<file path="src/rtl/trim_cal_pkg.sv">
package trim_cal_pkg;
  typedef enum logic [1:0] {
    CAL_IDLE   = 2'd0,
    CAL_SEARCH = 2'd1,
    CAL_FINAL  = 2'd2,
    CAL_DONE   = 2'd3
  } cal_state_e;
endpackage

</file>
<file path="src/rtl/trim_cal_timer.sv">
module trim_cal_timer #(
  parameter int SETTLE_CYC = 48000
) (
  input  logic clk,
  input  logic rst_n,
  input  logic en_i,
  output logic tick_o
);
  localparam int CNT_W = (SETTLE_CYC > 1) ? $clog2(SETTLE_CYC) : 1;
  localparam logic [CNT_W-1:0] LIM = CNT_W'(SETTLE_CYC - 1);

  logic [CNT_W-1:0] cnt_q, cnt_n;

  assign tick_o = en_i && (cnt_q == LIM);

  always_comb begin
    cnt_n = cnt_q;
    if (!en_i || tick_o) cnt_n = '0;
    else                 cnt_n = cnt_q + 1'b1;
  end

  always_ff @(posedge clk or negedge rst_n) begin
    if (!rst_n) cnt_q <= '0;
    else        cnt_q <= cnt_n;
  end

  // the settle counter never passes its window
  a_r3_settle_bound: assert property (@(posedge clk) disable iff (!rst_n)
    cnt_q <= LIM);
endmodule

</file>
<file path="src/rtl/trim_cal_seq.sv">
module trim_cal_seq
  import trim_cal_pkg::*;
#(
  parameter int TRIM_W = 5
) (
  input  logic              clk,
  input  logic              rst_n,
  input  logic              start_i,
  input  logic              flag_i,
  input  logic              tick_i,
  input  logic              usr_wr_i,
  input  logic [TRIM_W-1:0] usr_trim_i,
  output cal_state_e        state_o,
  output logic [TRIM_W-1:0] trim_o,
  output logic              err_o
);
  localparam logic [TRIM_W-1:0] TRIM_MID = TRIM_W'(1) << (TRIM_W - 1);
  localparam logic [TRIM_W-1:0] STEP0    = TRIM_W'(1) << (TRIM_W - 2);
  localparam logic [TRIM_W-1:0] TRIM_MAX = '1;

  cal_state_e        state_q, state_n;
  logic [TRIM_W-1:0] trim_q, trim_n;
  logic [TRIM_W-1:0] step_q, step_n;
  logic              err_q, err_n;
  logic              step_en;

  always_comb begin
    state_n = state_q;
    trim_n  = trim_q;
    step_n  = step_q;
    err_n   = err_q;
    if (start_i) err_n = (state_q != CAL_IDLE);
    unique case (state_q)
      CAL_IDLE: begin
        if (start_i) begin
          state_n = CAL_SEARCH;
          trim_n  = TRIM_MID;
          step_n  = STEP0;
        end
      end
      CAL_SEARCH: begin
        if (tick_i) begin
          trim_n = flag_i ? (trim_q - step_q) : (trim_q + step_q);
          step_n = step_q >> 1;
          if (step_q == TRIM_W'(1)) state_n = CAL_FINAL;
        end
      end
      CAL_FINAL: begin
        if (tick_i) begin
          if (!flag_i && (trim_q != TRIM_MAX)) trim_n = trim_q + 1'b1;
          state_n = CAL_DONE;
        end
      end
      CAL_DONE: state_n = CAL_IDLE;
      default:  state_n = CAL_IDLE;
    endcase
    if (usr_wr_i) trim_n = usr_trim_i;
  end

  assign step_en = (state_q == CAL_IDLE) || tick_i;

  always_ff @(posedge clk or negedge rst_n) begin
    if (!rst_n) begin
      state_q <= CAL_IDLE;
      trim_q  <= TRIM_MID;
      step_q  <= STEP0;
      err_q   <= 1'b0;
    end else begin
      state_q <= state_n;
      trim_q  <= trim_n;
      err_q   <= err_n;
      if (step_en) step_q <= step_n;
    end
  end

  assign state_o = state_q;
  assign trim_o  = trim_q;
  assign err_o   = err_q;

  // the search step is always a single power of two
  a_r3_step_single: assert property (@(posedge clk) disable iff (!rst_n)
    (state_q == CAL_SEARCH) |-> ($countones(step_q) == 1));
  // the final increment saturates at the top code
  a_r4_no_wrap: assert property (@(posedge clk) disable iff (!rst_n)
    (state_q == CAL_FINAL && tick_i && !usr_wr_i && trim_q == TRIM_MAX) |=> (trim_q == TRIM_MAX));
  // the end state lasts one cycle
  a_r5_done_once: assert property (@(posedge clk) disable iff (!rst_n)
    (state_q == CAL_DONE) |=> (state_q == CAL_IDLE));
  // a start during a sequence raises the error flag
  a_r8_err_set: assert property (@(posedge clk) disable iff (!rst_n)
    (start_i && state_q != CAL_IDLE) |=> err_q);
  // the error flag holds until an accepted start
  a_r8_err_hold: assert property (@(posedge clk) disable iff (!rst_n)
    (err_q && !(start_i && state_q == CAL_IDLE)) |=> err_q);
  // a direct write always lands
  a_r9_user_wins: assert property (@(posedge clk) disable iff (!rst_n)
    usr_wr_i |=> (trim_q == $past(usr_trim_i)));
endmodule

</file>
<file path="src/rtl/trim_cal_ovr.sv">
module trim_cal_ovr #(
  parameter int DATA_W = 12,
  parameter int MODE_W = 3
) (
  input  logic              clk,
  input  logic              rst_n,
  input  logic              busy_i,
  input  logic              out_en_cfg_i,
  input  logic [MODE_W-1:0] mode_cfg_i,
  input  logic [DATA_W-1:0] data_cfg_i,
  output logic              out_en_o,
  output logic [MODE_W-1:0] mode_o,
  output logic [DATA_W-1:0] data_o
);
  localparam logic [DATA_W-1:0] DATA_MID = DATA_W'(1) << (DATA_W - 1);

  logic [MODE_W-1:0] mode_q;
  logic              mode_en;

  assign mode_en = !busy_i;

  always_ff @(posedge clk or negedge rst_n) begin
    if (!rst_n)       mode_q <= '0;
    else if (mode_en) mode_q <= mode_cfg_i;
  end

  assign out_en_o = busy_i ? 1'b0     : out_en_cfg_i;
  assign data_o   = busy_i ? DATA_MID : data_cfg_i;
  assign mode_o   = busy_i ? '0       : mode_q;

  // the saved mode is frozen for the whole sequence
  a_r7_mode_frozen: assert property (@(posedge clk) disable iff (!rst_n)
    busy_i |=> (mode_q == $past(mode_q)));
endmodule

</file>
<file path="src/rtl/trim_cal_ctrl.sv">
module trim_cal_ctrl
  import trim_cal_pkg::*;
#(
  parameter int TRIM_W     = 5,
  parameter int DATA_W     = 12,
  parameter int MODE_W     = 3,
  parameter int SETTLE_CYC = 48000
) (
  input  logic              clk,
  input  logic              rst_n,
  input  logic              start_i,
  input  logic              cmp_flag_i,
  input  logic              usr_wr_i,
  input  logic [TRIM_W-1:0] usr_trim_i,
  input  logic              out_en_cfg_i,
  input  logic [MODE_W-1:0] mode_cfg_i,
  input  logic [DATA_W-1:0] data_cfg_i,
  output logic              busy_o,
  output logic              done_o,
  output logic              err_o,
  output logic              cal_en_o,
  output logic [TRIM_W-1:0] trim_o,
  output logic              out_en_o,
  output logic [MODE_W-1:0] mode_o,
  output logic [DATA_W-1:0] data_o
);
  localparam logic [TRIM_W-1:0] TRIM_MID = TRIM_W'(1) << (TRIM_W - 1);

  cal_state_e state;
  logic       tick;

  trim_cal_timer #(.SETTLE_CYC(SETTLE_CYC)) u_timer (
    .clk    (clk),
    .rst_n  (rst_n),
    .en_i   (cal_en_o),
    .tick_o (tick)
  );

  trim_cal_seq #(.TRIM_W(TRIM_W)) u_seq (
    .clk        (clk),
    .rst_n      (rst_n),
    .start_i    (start_i),
    .flag_i     (cmp_flag_i),
    .tick_i     (tick),
    .usr_wr_i   (usr_wr_i),
    .usr_trim_i (usr_trim_i),
    .state_o    (state),
    .trim_o     (trim_o),
    .err_o      (err_o)
  );

  assign busy_o   = (state != CAL_IDLE);
  assign done_o   = (state == CAL_DONE);
  assign cal_en_o = (state == CAL_SEARCH) || (state == CAL_FINAL);

  trim_cal_ovr #(.DATA_W(DATA_W), .MODE_W(MODE_W)) u_ovr (
    .clk          (clk),
    .rst_n        (rst_n),
    .busy_i       (busy_o),
    .out_en_cfg_i (out_en_cfg_i),
    .mode_cfg_i   (mode_cfg_i),
    .data_cfg_i   (data_cfg_i),
    .out_en_o     (out_en_o),
    .mode_o       (mode_o),
    .data_o       (data_o)
  );

  // done falls inside busy with the calibration enable dropped
  a_r5_done_busy: assert property (@(posedge clk) disable iff (!rst_n)
    done_o |-> (busy_o && !cal_en_o));
  // done is a single-cycle pulse
  a_r5_done_pulse: assert property (@(posedge clk) disable iff (!rst_n)
    done_o |=> !done_o);
  // an accepted start enters the search at mid-code
  a_r2_accept: assert property (@(posedge clk) disable iff (!rst_n)
    (start_i && !busy_o && !usr_wr_i) |=> (busy_o && cal_en_o && trim_o == TRIM_MID));
endmodule

</file>
<file path="config.mk">
export PLATFORM = sky130hd
export DESIGN_NAME = trim_cal_ctrl
export DESIGN_NICKNAME = d
export VERILOG_FILES = /design/src/rtl/trim_cal_pkg.sv /design/src/rtl/trim_cal_timer.sv /design/src/rtl/trim_cal_seq.sv /design/src/rtl/trim_cal_ovr.sv /design/src/rtl/trim_cal_ctrl.sv
export SDC_FILE = /design/constraint.sdc
export NUM_CORES = 1
export LEC_CHECK = 0
export BUFFER_PORTS_ARGS = -buffer_cell sky130_fd_sc_hd__buf_2
export CORE_MARGIN = 3
export CORE_UTILIZATION = 60
export CTS_BUF_LIST = sky130_fd_sc_hd__clkbuf_4
export DETAILED_ROUTE_END_ITERATION = 16
export GPL_ROUTABILITY_DRIVEN = 0
export HOLD_SLACK_MARGIN = 0.02
export PLACE_DENSITY = 0.95
export SLEW_MARGIN = 40
export SYNTH_ARGS = -nofsm -noshare
export SYNTH_HDL_FRONTEND = slang
export SYNTH_SLANG_ARGS = --single-unit
export TNS_END_PERCENT = 20
</file>
<file path="constraint.sdc">
create_clock -name clk -period 5 [get_ports clk]
set_input_delay 0.5 -clock clk [delete_from_list [all_inputs] [get_ports clk]]
set_output_delay 0.5 -clock clk [all_outputs]
set_load 0.01 [all_outputs]
</file>
==> reports/qor.yml <==
post-cts-setup-buffer-count: 0
cellPowerDensity_nw_per_um2: 434.9
area_delta_synth_final_pct: 16.79
fmax_mhz: 364.2
port_buffers: 50
dr.pass1.iters: 4
start_kind: "flop"
antenna_found_initial: 0
synth-async-reset-ratio_pct: 100.0
cts_buffer_depth: 2
wl_mm: 4.748
die_h_microns: 65.30
ioPinCount: 51
rr_worst_depth: 11
numCtsBuffers: 5
synth_edf_count: 0
clock_skew_ps: 5.992
max_slew_margin_pct: 54.30
die_x_microns: 65.30
synth_top_area_cell: "dfrtp_1"
cp_top_family: "compound AO/OA/AOI/OAI gates"
post_drt_wl_per_cell_microns: 14.88
critPathArrivalTime_ps: 3000
synth-simple-area-share_pct: 26.93
synthCells: 229
worstPathRequired_ps: 5260
synth_top_family_by_area: "simple AND/OR/NAND/NOR gates"
dr_total_vias: 1854
clk_pin_slew_ps: 100
path_depth: 11
period_share_pct: 54.92
cts_resized: 0
reg2reg_slack_ps: 2250
fin_crit_ps: 2746
first_iter_violations: 140
reg2reg_from: "u_seq.step_q[1]"
grt_pass1_wl_mm: 7.935
insertion_delay_ps: 330
cts_root_buffer: "clkbuf_4"
r2r-end: "u_seq.trim_o[4]"
synth_top_flop_cell: "dfrtp_1"
crit_fanout: 9
place_ws_ps: 2306
grtUsageTotal_pct: 23.69
syn_nets: 267
hold_viol: 0
setup_tns_ps: 0
final_nets: 312
peakVddDrop_mv: 0.3131
rsz0062_at_grt: "no"
grt_overflow: 0
fill_cells: 236
critPathMaxStageDelay_ps: 500
ys_ff_latch: 31
vias_per_cell: 5.812
grt_pass1_vias: 1801
syn_avg_cell_area_sq_um: 9.212
path_buf_inv: 1
synth_top_area_share_pct: 34.40
h-tree-depth: 2
crit_start: "u_seq.step_q[1]"
place_hpwl_mm: 3.430
hold_path_class: "primary input to async pin"
path_class: "flop to flop"
multi_input_area_sq_um: 1234
yosys_warnings: 0
core-area_sq_um: 3203
grt_max_degree: 32
crit_slowest_cell: "dfrtp_1"
cts_tree: "yes"
ys_types: 47
timing.final.ws_setup_ps: 2254
slew_violations: 0
status: "complete, no violations"
synth-xor-area-share_pct: 8.719
synth_area_sq_um: 2110
synth_compound_area_share_pct: 12.16
crit_chain: "inv_1, ha_1, o21a_1, o41ai_1, xnor2_1, nor2_1, ha_1, a21oi_1, xnor2_1, xnor2_1, a31oi_1"
core.rowCount: 20
worstMarginPinSlew_ps: 685.5
endpoint_kind: "flop"
postCtsHoldBufs: 0
synth_mux_area_share_pct: 3.084
drc_errors: 0
synth_area_leaders: "dfrtp_1 (34%), ha_1 (6.5%), and2_1 (5.3%)"
clkSinkCount: 31
antenna_cells: 0
register_area_sq_um: 778.2
drv_cap: 0
worstSetupEndpoint: "u_seq.trim_o[4]"
ys_seq_area_share_pct: 36.89
p_leak_nw: 1.191
crit_top_cell: "xnor2_1"
drive_gt1_share_pct: 26.55
synthAdderAreaFrac_pct: 7.473
initial_utilization_pct: 65.86
ant_nets: 0
setup_violations: 0
dieArea_sq_um: 4263
-- area by class of cell --
class                           count  area share [%]
Inverter                           11           1.676
Clock inverter                      2           2.438
Sequential cell                    31           31.59
Timing Repair Buffer               50           10.16
Clock buffer                        6           1.828
Multi-Input combinational cell    175           50.08
Tap cell                           44           2.235
-- cells by family after synthesis --
kind of cell	after synthesis
AO/OA/AOI/OAI	35
XOR/XNOR	21
adder cells (fa/ha/maj)	12
buffers and inverters	23
flip-flops	31
multiplexers	6
AND/OR/NAND/NOR	101
-- cell usage in the layout, fill, tap and decap left out, drive strengths merged, types with 2 or more instances in the layout --
cell type | synthesis | routed
buf | 9 | 50
dfrtp | 29 | 29
nor2 | 20 | 20
and2 | 18 | 18
nand2 | 17 | 17
nand3 | 14 | 14
xnor2 | 12 | 12
inv | 11 | 11
ha | 11 | 11
xor2 | 9 | 9
a21oi | 7 | 7
and3 | 7 | 7
o21ai | 6 | 6
clkbuf | 3 | 6
nand4 | 6 | 6
nor3 | 4 | 4
mux2 | 4 | 4
and4 | 4 | 4
nor2b | 3 | 3
nand2b | 3 | 3
o311ai | 3 | 3
a221o | 3 | 3
o21a | 2 | 2
mux2i | 2 | 2
a21o | 2 | 2
a31oi | 2 | 2
bufinv | 0 | 2
dfstp | 2 | 2
a211oi | 2 | 2
-- cell usage after synthesis (2+ instances only) --
master	n
clkbuf_1	3
a21o_1	2
nor3_1	4
and3_1	4
a21oi_1	7
and2_1	18
buf_2	8
dfstp_2	2
nand3_1	14
nor2_1	20
a31oi_1	2
ha_1	11
and3_2	3
xor2_1	9
inv_1	11
nand2b_1	3
a221o_1	3
and4_1	3
o311ai_0	3
xnor2_1	12
dfrtp_1	29
nand2_1	17
nor2b_1	3
mux2i_1	2
o21ai_0	6
mux2_2	4
o21a_1	2
nand4_1	5
-- sequential cells by signal, indices dropped and copies added, names as in the netlist --
signal,count
u_ovr.mode_q,3
u_seq.err_o,1
u_seq.state_o,2
u_seq.step_q,4
u_seq.trim_o,5
u_timer.cnt_q,16
-- worst min path at each step --
stage | endpoint | slack (ps) | depth (start not counted)
final | u_timer.cnt_q[3] | 200 | 1
after CTS | u_timer.cnt_q[4] | 210 | 1
after global placement | u_timer.cnt_q[0] | 480 | 1
after detailed placement | u_seq.err_o | 490 | 1
after floorplan | u_ovr.mode_q[0] | 200 | 0
after global routing | u_timer.cnt_q[2] | 230 | 1
-- through the flow --
step / std cells / total power, mW / hold WS, ps / util, % / cell area [sq um]
2_1_floorplan: 229 / 0.6733 / 204.4 / - / 2110
3_3_place_gp: 311 / 0.7930 / 475.3 / 73.55 / 2356
3_5_place_dp: 311 / 0.8144 / 491.0 / 73.55 / 2356
4_1_cts: 319 / 1.068 / 213.6 / 76.84 / 2461
5_1_grt: 319 / 1.144 / 233.3 / 76.91 / 2464
6_report: 319 / 1.072 / 198.7 / 76.91 / 2464
-- report_power, final --
part | internal [mW] | switching, mW
logic | 0.196 | 0.292
registers | 0.295 | 0.0397
clock network | 0.161 | 0.0879
total | 0.652 | 0.419
-- metal layers --
layer | global-route usage (%) | vias to the layer above | part of all wire [%]
met5 | 0 | - | 0
met4 | 9.585 | 0 | 1.1
met3 | 4.615 | 8 | 7.1
met2 | 41.34 | 81 | 49
met1 | 28.46 | 880 | 43
li1 | - | 885 | -
Note: power is estimated with default switching activity, not from simulation.
